### src/rtl/ts_pkg.sv
package ts_pkg;

    localparam int TS_W = 64;

    typedef logic [TS_W-1:0] ns_t;

    // Anchor recorded by a host set
    typedef struct packed {
        logic valid;
        ns_t  base;   // host time at the set
        ns_t  mark;   // local time at the set
    } anchor_t;

    function automatic ns_t ts_elapsed(ns_t now, ns_t mark);
        return now - mark;
    endfunction

    function automatic ns_t ts_compose(anchor_t a, ns_t now);
        if (a.valid) begin
            return a.base + ts_elapsed(now, a.mark);
        end
        return '0;
    endfunction

endpackage

### src/rtl/ts_local_clock.sv
module ts_local_clock
    import ts_pkg::*;
#(
    parameter ns_t NS_PER_CLK = 64'd1
) (
    input  logic clk,
    input  logic rst,
    output ns_t  now_o
);

    ns_t count_q;

    always_ff @(posedge clk) begin
        if (rst) begin
            count_q <= '0;
        end else begin
            count_q <= count_q + NS_PER_CLK;
        end
    end

    assign now_o = count_q;

endmodule

### src/rtl/ts_anchor.sv
module ts_anchor
    import ts_pkg::*;
(
    input  logic    clk,
    input  logic    rst,
    input  logic    set_i,
    input  ns_t     host_i,
    input  ns_t     now_i,
    output anchor_t anchor_o
);

    anchor_t anc_q;

    always_ff @(posedge clk) begin
        if (rst) begin
            anc_q <= '0;
        end else if (set_i) begin
            anc_q.valid <= 1'b1;
            anc_q.base  <= host_i;
            anc_q.mark  <= now_i;
        end
    end

    assign anchor_o = anc_q;

endmodule

### src/rtl/ts_readout.sv
module ts_readout
    import ts_pkg::*;
(
    input  logic    clk,
    input  logic    rst,
    input  logic    rd_i,
    input  anchor_t anchor_i,
    input  ns_t     now_i,
    output ns_t     ts_o
);

    ns_t value_d;
    ns_t out_q;

    always_comb begin
        value_d = ts_compose(anchor_i, now_i);
    end

    always_ff @(posedge clk) begin
        if (rst) begin
            out_q <= '0;
        end else if (rd_i) begin
            out_q <= value_d;
        end
    end

    assign ts_o = out_q;

endmodule

### src/rtl/host_timestamp.sv
module host_timestamp
    import ts_pkg::*;
#(
    parameter ns_t NS_PER_CLK = 64'd1
) (
    input  logic            clk,
    input  logic            rst,
    input  logic            set_i,
    input  logic [TS_W-1:0] host_time_i,
    input  logic            rd_i,
    output logic [TS_W-1:0] ts_o
);

    ns_t     now;
    anchor_t anchor;
    logic    ts_valid;

    ts_local_clock #(.NS_PER_CLK(NS_PER_CLK)) u_clock (
        .clk   (clk),
        .rst   (rst),
        .now_o (now)
    );

    ts_anchor u_anchor (
        .clk      (clk),
        .rst      (rst),
        .set_i    (set_i),
        .host_i   (host_time_i),
        .now_i    (now),
        .anchor_o (anchor)
    );

    ts_readout u_readout (
        .clk      (clk),
        .rst      (rst),
        .rd_i     (rd_i),
        .anchor_i (anchor),
        .now_i    (now),
        .ts_o     (ts_o)
    );

    assign ts_valid = anchor.valid;

endmodule

### config.mk
export PLATFORM = sky130hd
export DESIGN_NAME = host_timestamp
export DESIGN_NICKNAME = d
export VERILOG_FILES = /design/src/rtl/ts_pkg.sv /design/src/rtl/ts_local_clock.sv /design/src/rtl/ts_anchor.sv /design/src/rtl/ts_readout.sv /design/src/rtl/host_timestamp.sv
export SDC_FILE = /design/constraint.sdc
export NUM_CORES = 1
export LEC_CHECK = 0
export BUFFER_PORTS_ARGS = -buffer_cell sky130_fd_sc_hd__buf_2
export CORE_AREA = 2 2 171 173
export CTS_CLUSTER_DIAMETER = 40
export DETAILED_ROUTE_END_ITERATION = 8
export DIE_AREA = 0 0 173 175
export GPL_TIMING_DRIVEN = 0
export PLACE_DENSITY = 0.8
export SYNTH_ARGS = -nofsm -noshare
export SYNTH_HDL_FRONTEND = slang
export SYNTH_SLANG_ARGS = --single-unit
### constraint.sdc
create_clock -name clk -period 4.9 [get_ports clk]
set_input_delay 0.49 -clock clk [delete_from_list [all_inputs] [get_ports clk]]
set_output_delay 0.49 -clock clk [all_outputs]
set_load 0.1 [all_outputs]
==> results of run 1 <==
==> stage by stage <==
stage          std cells  hold WS, ns  area (sq um)
3_5_place_dp        2356        0.438         16500
4_1_cts             2429        0.188         17900
3_3_place_gp        2356        0.435         16500
2_1_floorplan       1843        0.452         15400
5_1_grt             2429        0.195         17900
6_report            2430        0.199         17900
==> synthesized netlist by cell type (3+ instances only) <==
cell type / count / share of area [%]
and2_1: 6 / 0.24
a211oi_2: 3 / 0.24
o21ai_0: 76 / 2.5
o211ai_1: 8 / 0.39
a221oi_1: 4 / 0.23
a32o_1: 4 / 0.26
dfxtp_1: 257 / 33
a211oi_1: 3 / 0.15
and3_1: 6 / 0.24
a21o_1: 31 / 1.5
buf_1: 12 / 0.29
nor4_1: 6 / 0.24
nand3_1: 40 / 1.3
clkbuf_2: 3 / 0.098
o211ai_2: 3 / 0.24
o21a_1: 11 / 0.54
nand2_1: 109 / 2.7
fa_1: 63 / 8.2
a22oi_1: 24 / 1.2
a21oi_1: 95 / 3.1
a21boi_0: 7 / 0.34
nor3_1: 33 / 1.1
nand4_1: 41 / 1.7
o31ai_1: 4 / 0.20
o2111ai_1: 5 / 0.28
nor2_1: 250 / 6.1
xor2_1: 22 / 1.3
ha_1: 65 / 5.3
or3_2: 3 / 0.15
xnor2_1: 86 / 4.9
mux2i_1: 128 / 8.3
and4_1: 8 / 0.46
or3_1: 10 / 0.41
or2_2: 3 / 0.12
buf_2: 6 / 0.20
clkbuf_1: 67 / 1.6
inv_1: 276 / 6.7
a31oi_1: 5 / 0.20
nor2b_1: 4 / 0.16
a2111o_1: 4 / 0.29
o21bai_1: 15 / 0.73
==> cell families after synthesis <==
family | count (synthesis) | synth area share, %
simple gates | 534 | 15.8
buf+inv | 365 | 8.97
compound gates | 323 | 13.9
flops | 257 | 33.4
mux | 128 | 8.32
fa+ha+maj | 128 | 13.5
xor+xnor | 108 | 6.15
==> path summary, 6_finish.rpt <==
path	start	endpoint	slack, ns	cells after the start
setup / recovery	u_clock.now_o[1]	u_readout.ts_o[59]	0.75	13
hold / removal	host_time_i[9]	u_anchor.anchor_o[73]	0.20	3
setup reg to reg	u_clock.now_o[1]	u_readout.ts_o[59]	0.75	13
hold reg to reg	u_readout.ts_o[51]	u_readout.ts_o[51]	0.45	2
==> final cells by class <==
type / count / area [sq um]
Buffer: 88 / 342
Clock inverter: 21 / 225
Sequential cell: 257 / 5140
Timing Repair Buffer: 129 / 646
Tap cell: 384 / 480
Fill cell: 2416 / 10500
Multi-Input combinational cell: 1221 / 8860
Inverter: 277 / 1040
Antenna cell: 1 / 2.50
Clock buffer: 52 / 1140
==> registers in the layout (all words and copies together), names as in the netlist <==
name / cells
u_readout.ts_o: 64
u_clock.now_o: 64
u_anchor.anchor_o: 129
==> worst max-delay path, stage by stage, from the launching register on <==
cell and delay, ns:
dfxtp_1 0.42, inv_1 0.09, fa_1 0.60, inv_1 0.06, ha_1 0.31, a211oi_1 0.44, nor4_1 0.10, or2_4 0.31
o31ai_4 0.31, a211oi_2 0.17, o211ai_2 0.25, a211oi_1 0.18, or4_1 0.52, a32o_1 0.27
==> routing by layer <==
metal	GRT usage (%)	wire, um
met1	34.0	17700
met2	45.4	19200
met3	4.44	2400
met4	10.9	1500
met5	0	0
==> where the power goes <==
part	switching, W	internal (W)
combinational	0.00103	0.000492
clock	0.00107	0.00178
sequential	0.0000524	0.00216
==> results.py, run 1 <==
metrics = {
    "clocking": {
        "root_buffer": "clkbuf_16",
        "cts_hold_buf": 0,
        "cts_tree": "built",
        "post_cts_buffers": 0,
        "cts_buffers": 40,
        "path_clk_slew_ns": 0.05,
        "clock_latency_ns": 0.53,
        "clk_path_buf_depth": 3,
        "cts.repair.resized": 0,
        "cts_max_level": 2,
        "clock-sinks": 257,
    },
    "finish": {
        "utilization_pct": 63.0,
        "drive_above_1_share_pct": 11.5,
        "syn2layout_area_growth_pct": 16.2,
        "num-nets-final": 2210,
        "layout_common_cells": "inv_1 (276), dfxtp_1 (257), nor2_1 (250)",
        "final_common_cell": "inv_1",
    },
    "routing": {
        "vias": 13300,
        "dr.pass1.iters": 5,
        "drt-initial-drc-count": 904,
        "ant_nets": 0,
        "vias_per_cell": 5.47,
        "wl_per_cell_um": 16.8,
        "drcViolationCount": 0,
        "wl_mm": 40.8,
    },
    "global_route": {
        "grt_max_degree": 13,
        "antenna_found_initial": 0,
        "grt_pass1_vias": 13500,
        "grt_pass1_wl_mm": 66.4,
        "grt_use_total_pct": 26.8,
        "gr-total-overflow": 0,
    },
    "worst_setup_path": {
        "cp_max_fo": 5,
        "cp.required_ns": 5.32,
        "arrival_ns": 4.56,
        "startpoint_type": "flop",
        "critical_path_class": "flop to flop",
        "crit_path_end_kind": "flop",
    },
    "die": {
        "top_level_ports": 132,
        "rows": 62,
        "initial_core_util_pct": 54.2,
        "die_w_um": 173,
        "coreArea_sq_mm": 0.0284,
        "dieHeight_um": 175,
        "dieArea_sq_mm": 0.0303,
    },
    "yosys": {
        "synth_edf_count": 0,
        "syn_area_sq_mm": 0.0154,
        "synthCells": 1843,
        "syn_avg_cell_area_sq_um": 8.35,
        "yosysWarnings": 0,
        "synthFlopType": "dfxtp_1",
        "ys_ff_latch": 257,
        "ys_seq_area_share_pct": 33.4,
        "ys_async_sr_fraction_pct": 0,
        "syn-num-nets": 2039,
        "yosysUniqueCellTypes": 74,
    },
    "placed_design": {
        "io_buffers": 129,
        "hpwl_mm": 31.2,
        "gp_congestion": 0.928,
        "pre_cts_ws_ns": 0.821,
    },
    "power_and_ir_drop": {
        "p_total_w": 0.00659,
        "power.density_mw_per_mm2": 369,
        "ir_drop_mv": 0.256,
        "leakage_nw": 8.09,
    },
    "timing": {
        "max_freq_mhz": 241,
        "skew_ns": 0.0143,
        "layout_setup_ws_ns": 0.752,
        "rsz0062_at_grt": "false",
        "tightest_slew_ns": 1.29,
        "setup_viol": 0,
        "slew_headroom_pct": 13.8,
        "min_period_ns": 4.15,
        "tns_ns": 0,
        "slew_viol_final": 0,
        "hold_violations": 0,
        "post-route-period-util_pct": 84.7,
    },
    "hold_path": {
        "hold_path.class": "input pin to flop",
    },
    "run": {
        "maxCapViolations": 0,
    },
    "outcome": {
        "status": "complete, no violations",
    },
}
(Power assumes the default switching activity.)
==> run 2: changes to the inputs <==
--- a/config.mk
+++ b/config.mk
@@ -11,7 +11,7 @@
 export DETAILED_ROUTE_END_ITERATION = 8
 export DIE_AREA = 0 0 173 175
 export GPL_TIMING_DRIVEN = 0
-export PLACE_DENSITY = 0.8
+export PLACE_DENSITY = 0.83
 export SYNTH_ARGS = -nofsm -noshare
 export SYNTH_HDL_FRONTEND = slang
 export SYNTH_SLANG_ARGS = --single-unit
==> constraint.sdc (replaced) <==
create_clock -name clk -period 3.7 [get_ports clk]
set_input_delay 0.37 -clock clk [delete_from_list [all_inputs] [get_ports clk]]
set_output_delay 0.37 -clock clk [all_outputs]
set_load 0.1 [all_outputs]
==> results.py, run 2 (synthesis gave the netlist of run 1 again) <==
metrics = {
    "worst_setup_path": {
        "cp_max_fo": 5,
        "max_stage_delay_ns": 0.60,
        "path_buf_inv": 4,
        "critical_path_class": "flop to flop",
        "crit_start": "u_clock.now_o[1]",
        "crit_family": "compound AO/OA/AOI/OAI gates",
        "cp_slowest_cell": "fa_2",
        "r2r_start": "u_clock.now_o[1]",
        "cp.required_ns": 4.08,
        "arrival_ns": 4.11,
        "path_cells": "inv_2 -> fa_2 -> inv_2 -> ha_4 -> a211oi_4 -> nor4_4 -> or2_4 -> o31ai_4 -> buf_4 -> buf_4 -> a21oi_1 -> a21bo_2 -> a21boi_0 -> xor2_1 -> o21ai_0",
        "startpoint_type": "flop",
        "crit_path_end_kind": "flop",
    },
    "global_route": {
        "grt_pass1_wl_mm": 66.7,
        "antenna_found_initial": 0,
        "grt_use_total_pct": 26.9,
        "gr-total-overflow": 0,
        "grt_pass1_vias": 13500,
        "grt_max_degree": 13,
    },
    "timing": {
        "hold_violations": 0,
        "setup_viol": 4,
        "max_freq_mhz": 268,
        "slew_viol_final": 0,
        "min_period_ns": 3.73,
        "slew_headroom_pct": 20.4,
        "skew_ns": 0.0153,
        "layout_setup_ws_ns": -0.0296,
        "post-route-period-util_pct": 101,
        "rsz0062_at_grt": "true",
        "tightest_slew_ns": 1.19,
        "hold_ws_ns": 0.0896,
    },
    "routing": {
        "dr.pass1.iters": 6,
        "vias_per_cell": 5.61,
        "ant_nets": 0,
        "drt-initial-drc-count": 1032,
        "wl_per_cell_um": 17.5,
        "drcViolationCount": 0,
        "vias": 13700,
        "wl_mm": 42.9,
    },
    "finish": {
        "drive_above_1_share_pct": 18.2,
        "final_common_cell": "inv_1",
        "fillers": 2229,
        "num-nets-final": 2228,
        "largest_reg_flops": 129,
        "insertedDiodeCount": 0,
        "syn2layout_area_growth_pct": 21.6,
        "layout_common_cells": "inv_1 (268), nor2_1 (249), dfxtp_1 (231)",
    },
    "die": {
        "dieHeight_um": 175,
        "die_w_um": 173,
        "top_level_ports": 132,
        "initial_core_util_pct": 54.2,
        "coreArea_sq_mm": 0.0284,
        "dieArea_sq_mm": 0.0303,
        "rows": 62,
    },
    "power_and_ir_drop": {
        "power.density_mw_per_mm2": 482,
        "ir_drop_mv": 0.316,
        "leakage_nw": 8.29,
        "p_total_w": 0.00902,
    },
    "clocking": {
        "cts_max_level": 2,
        "root_buffer": "clkbuf_16",
        "cts_buffers": 37,
        "path_clk_slew_ns": 0.06,
        "clock_latency_ns": 0.52,
        "cts_tree": "built",
        "clk_path_buf_depth": 3,
        "clock-sinks": 257,
    },
    "outcome": {
        "status": "finished with violations",
        "violations": "negative setup slack",
    },
    "placed_design": {
        "hpwl_mm": 31.1,
        "io_buffers": 129,
        "gp_congestion": 0.929,
    },
    "run": {
        "maxCapViolations": 0,
    },
    "hold_path": {
        "hold_path.class": "input pin to flop",
        "hp-start": "host_time_i[7]",
    },
}
run 2: cell types whose count changed in the layout (fill, tap and decap cells not counted), moves of 9 or more:
cell / previous run / this run
ha_1: 65 / 39
ha_2: 0 / 9
o21ai_0: 76 / 65
dfxtp_4: 0 / 10
a21oi_1: 95 / 82
buf_4: 0 / 36
clkbuf_1: 72 / 56
dfxtp_2: 0 / 16
a21oi_2: 0 / 13
ha_4: 0 / 17
dfxtp_1: 257 / 231
run 2: layout make-up:
type	count	area, sq um	share of cell area (%)
clock inverters	22	310	1.66
well taps	384	480	2.57
repair buffers	164	908	4.85
inverters	277	1040	5.56
plain buffers	74	328	1.75
multi-input cells	1221	9420	50.3
flip-flops and latches	257	5200	27.8
clock buffers	45	1030	5.50
run 2: through the flow:
stage                     instances  setup TNS, ns  worst slack (ns)  instance area [sq um]  util, %
after floorplan                1843              0            0.0809                  15400        -
after global placement         2356          -1.43            -0.357                  16500     58.2
after detailed placement       2356          -2.09            -0.415                  16500     58.2
after CTS                      2421        -0.0563           -0.0563                  18100     63.7
after global routing           2444         -0.331            -0.117                  18700     65.9
final                          2444         -0.108           -0.0296                  18700     65.9
run 2: layer usage:
layer  share of wire [%]  up-vias  global-route usage, %
met5                   0        -                      0
met4                 4.5        0                   12.3
met3                 6.3      129                   4.11
met2                  47      515                   45.7
met1                  42     6566                   33.6
li1                    -     6490                      -
run 2: final timing paths:
kind | slack [ns] | to | cells past startpoint
setup / recovery | -0.03 | u_readout.ts_o[27] | 15
hold / removal | 0.09 | u_anchor.anchor_o[71] | 3
setup reg to reg | -0.03 | u_readout.ts_o[27] | 15
hold reg to reg | 0.45 | u_readout.ts_o[42] | 2
run 2: worst register-to-register path, cell delays in order, from the launching register on:
cell and delay [ns]:
dfxtp_4 0.35, inv_2 0.04, fa_2 0.60, inv_2 0.05, ha_4 0.23, a211oi_4 0.38, nor4_4 0.07, or2_4 0.30
o31ai_4 0.36, buf_4 0.17, buf_4 0.10, a21oi_1 0.10, a21bo_2 0.24, a21boi_0 0.24, xor2_1 0.25, o21ai_0 0.12
run 2: what timing repair did:
action / 4_1_cts / 5_1_grt
setup endpoints to repair: 18 / 27
pin swaps: 17 / 45
hold endpoints to repair: 0 / 0
resized for setup: 48 / 131
hold buffers: 0 / 0
setup buffers: 9 / 26
gates cloned: 0 / 0
run 2: report_power, final:
| group | switching, W | internal [W] |
|---|---|---|
| clock | 0.00137 | 0.00243 |
| sequential | 0.0000670 | 0.00286 |
| combinational | 0.00149 | 0.000799 |
| total | 0.00293 | 0.00609 |
==> run 3: changes to the inputs <==
--- a/config.mk
+++ b/config.mk
@@ -12,6 +12,7 @@
 export DIE_AREA = 0 0 173 175
 export GPL_TIMING_DRIVEN = 0
 export PLACE_DENSITY = 0.83
+export SETUP_SLACK_MARGIN = 0.1
 export SYNTH_ARGS = -nofsm -noshare
 export SYNTH_HDL_FRONTEND = slang
 export SYNTH_SLANG_ARGS = --single-unit
==> results.py, run 3 (synthesis gave the netlist of run 1 again) <==
metrics = {
    "outcome": {
        "status": "finished with violations",
        "violations": "negative setup slack",
    },
    "hold_path": {
        "hold_path.class": "input pin to flop",
        "hold_path_depth": 3,
    },
    "die": {
        "initial_core_util_pct": 54.2,
        "rows": 62,
        "dieHeight_um": 175,
        "top_level_ports": 132,
        "die_w_um": 173,
        "dieArea_sq_mm": 0.0303,
        "coreArea_sq_mm": 0.0284,
    },
    "routing": {
        "ant_nets": 0,
        "drt-initial-drc-count": 1091,
        "wl_per_cell_um": 17.9,
        "vias": 13900,
        "drcViolationCount": 0,
        "dr.pass1.iters": 7,
        "wl_mm": 44.1,
        "vias_per_cell": 5.65,
    },
    "worst_setup_path": {
        "arrival_ns": 4.17,
        "rrSetupSlack_ns": -0.05,
        "crit_family": "compound AO/OA/AOI/OAI gates",
        "crit_path_end_kind": "flop",
        "cp_slowest_cell": "fa_1",
        "max_stage_delay_ns": 0.59,
        "path_cells": "inv_2 -> fa_1 -> inv_1 -> ha_1 -> a211oi_4 -> nor4_4 -> or2_4 -> o31ai_4 -> a211oi_2 -> o211ai_2 -> a211oi_2 -> or4_1 -> a32o_1",
        "startpoint_type": "flop",
        "cp_max_fo": 4,
        "rr_worst_depth": 13,
        "worstSetupPathDepth": 13,
        "path_buf_inv": 2,
        "cp.required_ns": 4.12,
        "critical_path_class": "flop to flop",
        "crit_path_frequent_cell": "a211oi_2",
    },
    "finish": {
        "drive_above_1_share_pct": 20.3,
        "largest_reg_flops": 129,
        "utilization_pct": 67.0,
        "insertedDiodeCount": 0,
        "layout_common_cells": "inv_1 (265), nor2_1 (249), dfxtp_1 (218)",
        "fin_area_sq_mm": 0.0190,
        "syn2layout_area_growth_pct": 23.5,
        "final_common_cell": "inv_1",
        "num-nets-final": 2248,
    },
    "placed_design": {
        "placed_cell_area_sq_mm": 0.0165,
        "gp_congestion": 0.927,
        "io_buffers": 129,
        "hpwl_mm": 30.7,
    },
    "global_route": {
        "grt_use_total_pct": 27.1,
        "use_met1_pct": 34.5,
        "grt_pass1_wl_mm": 67.5,
        "grt_max_degree": 14,
        "antenna_found_initial": 0,
        "met2_usage_pct": 46.5,
        "gr-total-overflow": 0,
        "grt_use_met3_pct": 3.11,
        "grt_pass1_vias": 13600,
        "top_usage_layer": "met2",
    },
    "power_and_ir_drop": {
        "power.density_mw_per_mm2": 477,
        "ir_drop_mv": 0.293,
        "leakage_nw": 8.44,
    },
    "timing": {
        "slew_viol_final": 0,
        "rsz0062_at_grt": "true",
        "hold_violations": 0,
        "max_freq_mhz": 266,
        "post-route-period-util_pct": 101,
        "tightest_slew_ns": 1.18,
        "setup_viol": 1,
        "min_period_ns": 3.75,
        "skew_ns": 0.0169,
        "slew_headroom_pct": 21.0,
        "layout_setup_ws_ns": -0.0547,
    },
    "clocking": {
        "root_buffer": "clkbuf_16",
        "clock-sinks": 257,
        "cts_tree": "built",
        "cts_buffers": 40,
        "path_clk_slew_ns": 0.06,
        "clk_path_buf_depth": 3,
        "clock_latency_ns": 0.53,
        "cts_hold_buf": 0,
        "cts_max_level": 2,
    },
    "run": {
        "maxCapViolations": 0,
    },
}
[run 3: cell types whose count changed in the layout (fill, tap and decap cells not counted), moves of 4 or more]
cell     delta
dfxtp_1    -13
dfxtp_2    +13
buf_4      +12
buf_6      +10
ha_4        +8
ha_1        -5
inv_8       +5
o21ai_1     +4
[run 3: layout make-up]
| type | count | area (sq um) |
|---|---|---|
| inverter | 277 | 1040 |
| clock buffer | 47 | 1050 |
| buffer | 74 | 377 |
| timing repair buffer | 181 | 1050 |
| clock inverter | 26 | 290 |
| multi-input combinational | 1221 | 9510 |
| fill | 2199 | 9380 |
| sequential | 257 | 5220 |
| tap | 384 | 480 |
[run 3: worst paths after layout]
kind | start | end
min | host_time_i[9] | u_anchor.anchor_o[73]
max reg2reg | u_anchor.anchor_o[65] | u_readout.ts_o[59]
max | u_anchor.anchor_o[65] | u_readout.ts_o[59]
min reg2reg | u_readout.ts_o[37] | u_readout.ts_o[37]
[run 3: where the power goes]
part	internal (W)	leakage, nW	total, W	switching [W]
Combinational	0.000852	5.68	0.00237	0.00152
Sequential	0.00286	2.11	0.00293	0.0000681
Clock	0.00229	0.650	0.00377	0.00147
[run 3: worst register-to-register path, stage by stage (launching register included)]
cell and delay [ns]:
dfxtp_2 0.33, inv_2 0.04, fa_1 0.59, inv_1 0.06
ha_1 0.36, a211oi_4 0.31, nor4_4 0.08, or2_4 0.29
o31ai_4 0.25, a211oi_2 0.17, o211ai_2 0.29, a211oi_2 0.15
or4_1 0.49, a32o_1 0.26
[run 3: metal layers]
metal | up-vias | wire, um | share of wire [%]
met5 | - | 0 | 0
met4 | 0 | 1970 | 4.5
met3 | 143 | 2500 | 5.7
met2 | 536 | 21400 | 48
met1 | 6724 | 18200 | 41
li1 | 6533 | - | -
[run 3: repair_timing]
action / CTS / global route
gates resized for setup: 92 / 143
buffers inserted: 12 / 40
endpoints found under the setup margin: 24 / 35
pin swaps: 29 / 54
[run 3: through the flow]
step / hold WS [ns] / std cells / TNS (ns) / total power, W / setup slack (ns)
floorplan: 0.452 / 1843 / 0 / 0.00450 / 0.135
global placement: 0.436 / 2356 / -1.34 / 0.00494 / -0.314
detailed placement: 0.442 / 2356 / -1.95 / 0.00497 / -0.351
CTS: 0.0734 / 2433 / 0 / 0.00883 / 0.0515
global route: 0.0856 / 2467 / -0.253 / 0.00937 / -0.157
finish: 0.0791 / 2467 / -0.0547 / 0.00907 / -0.0547
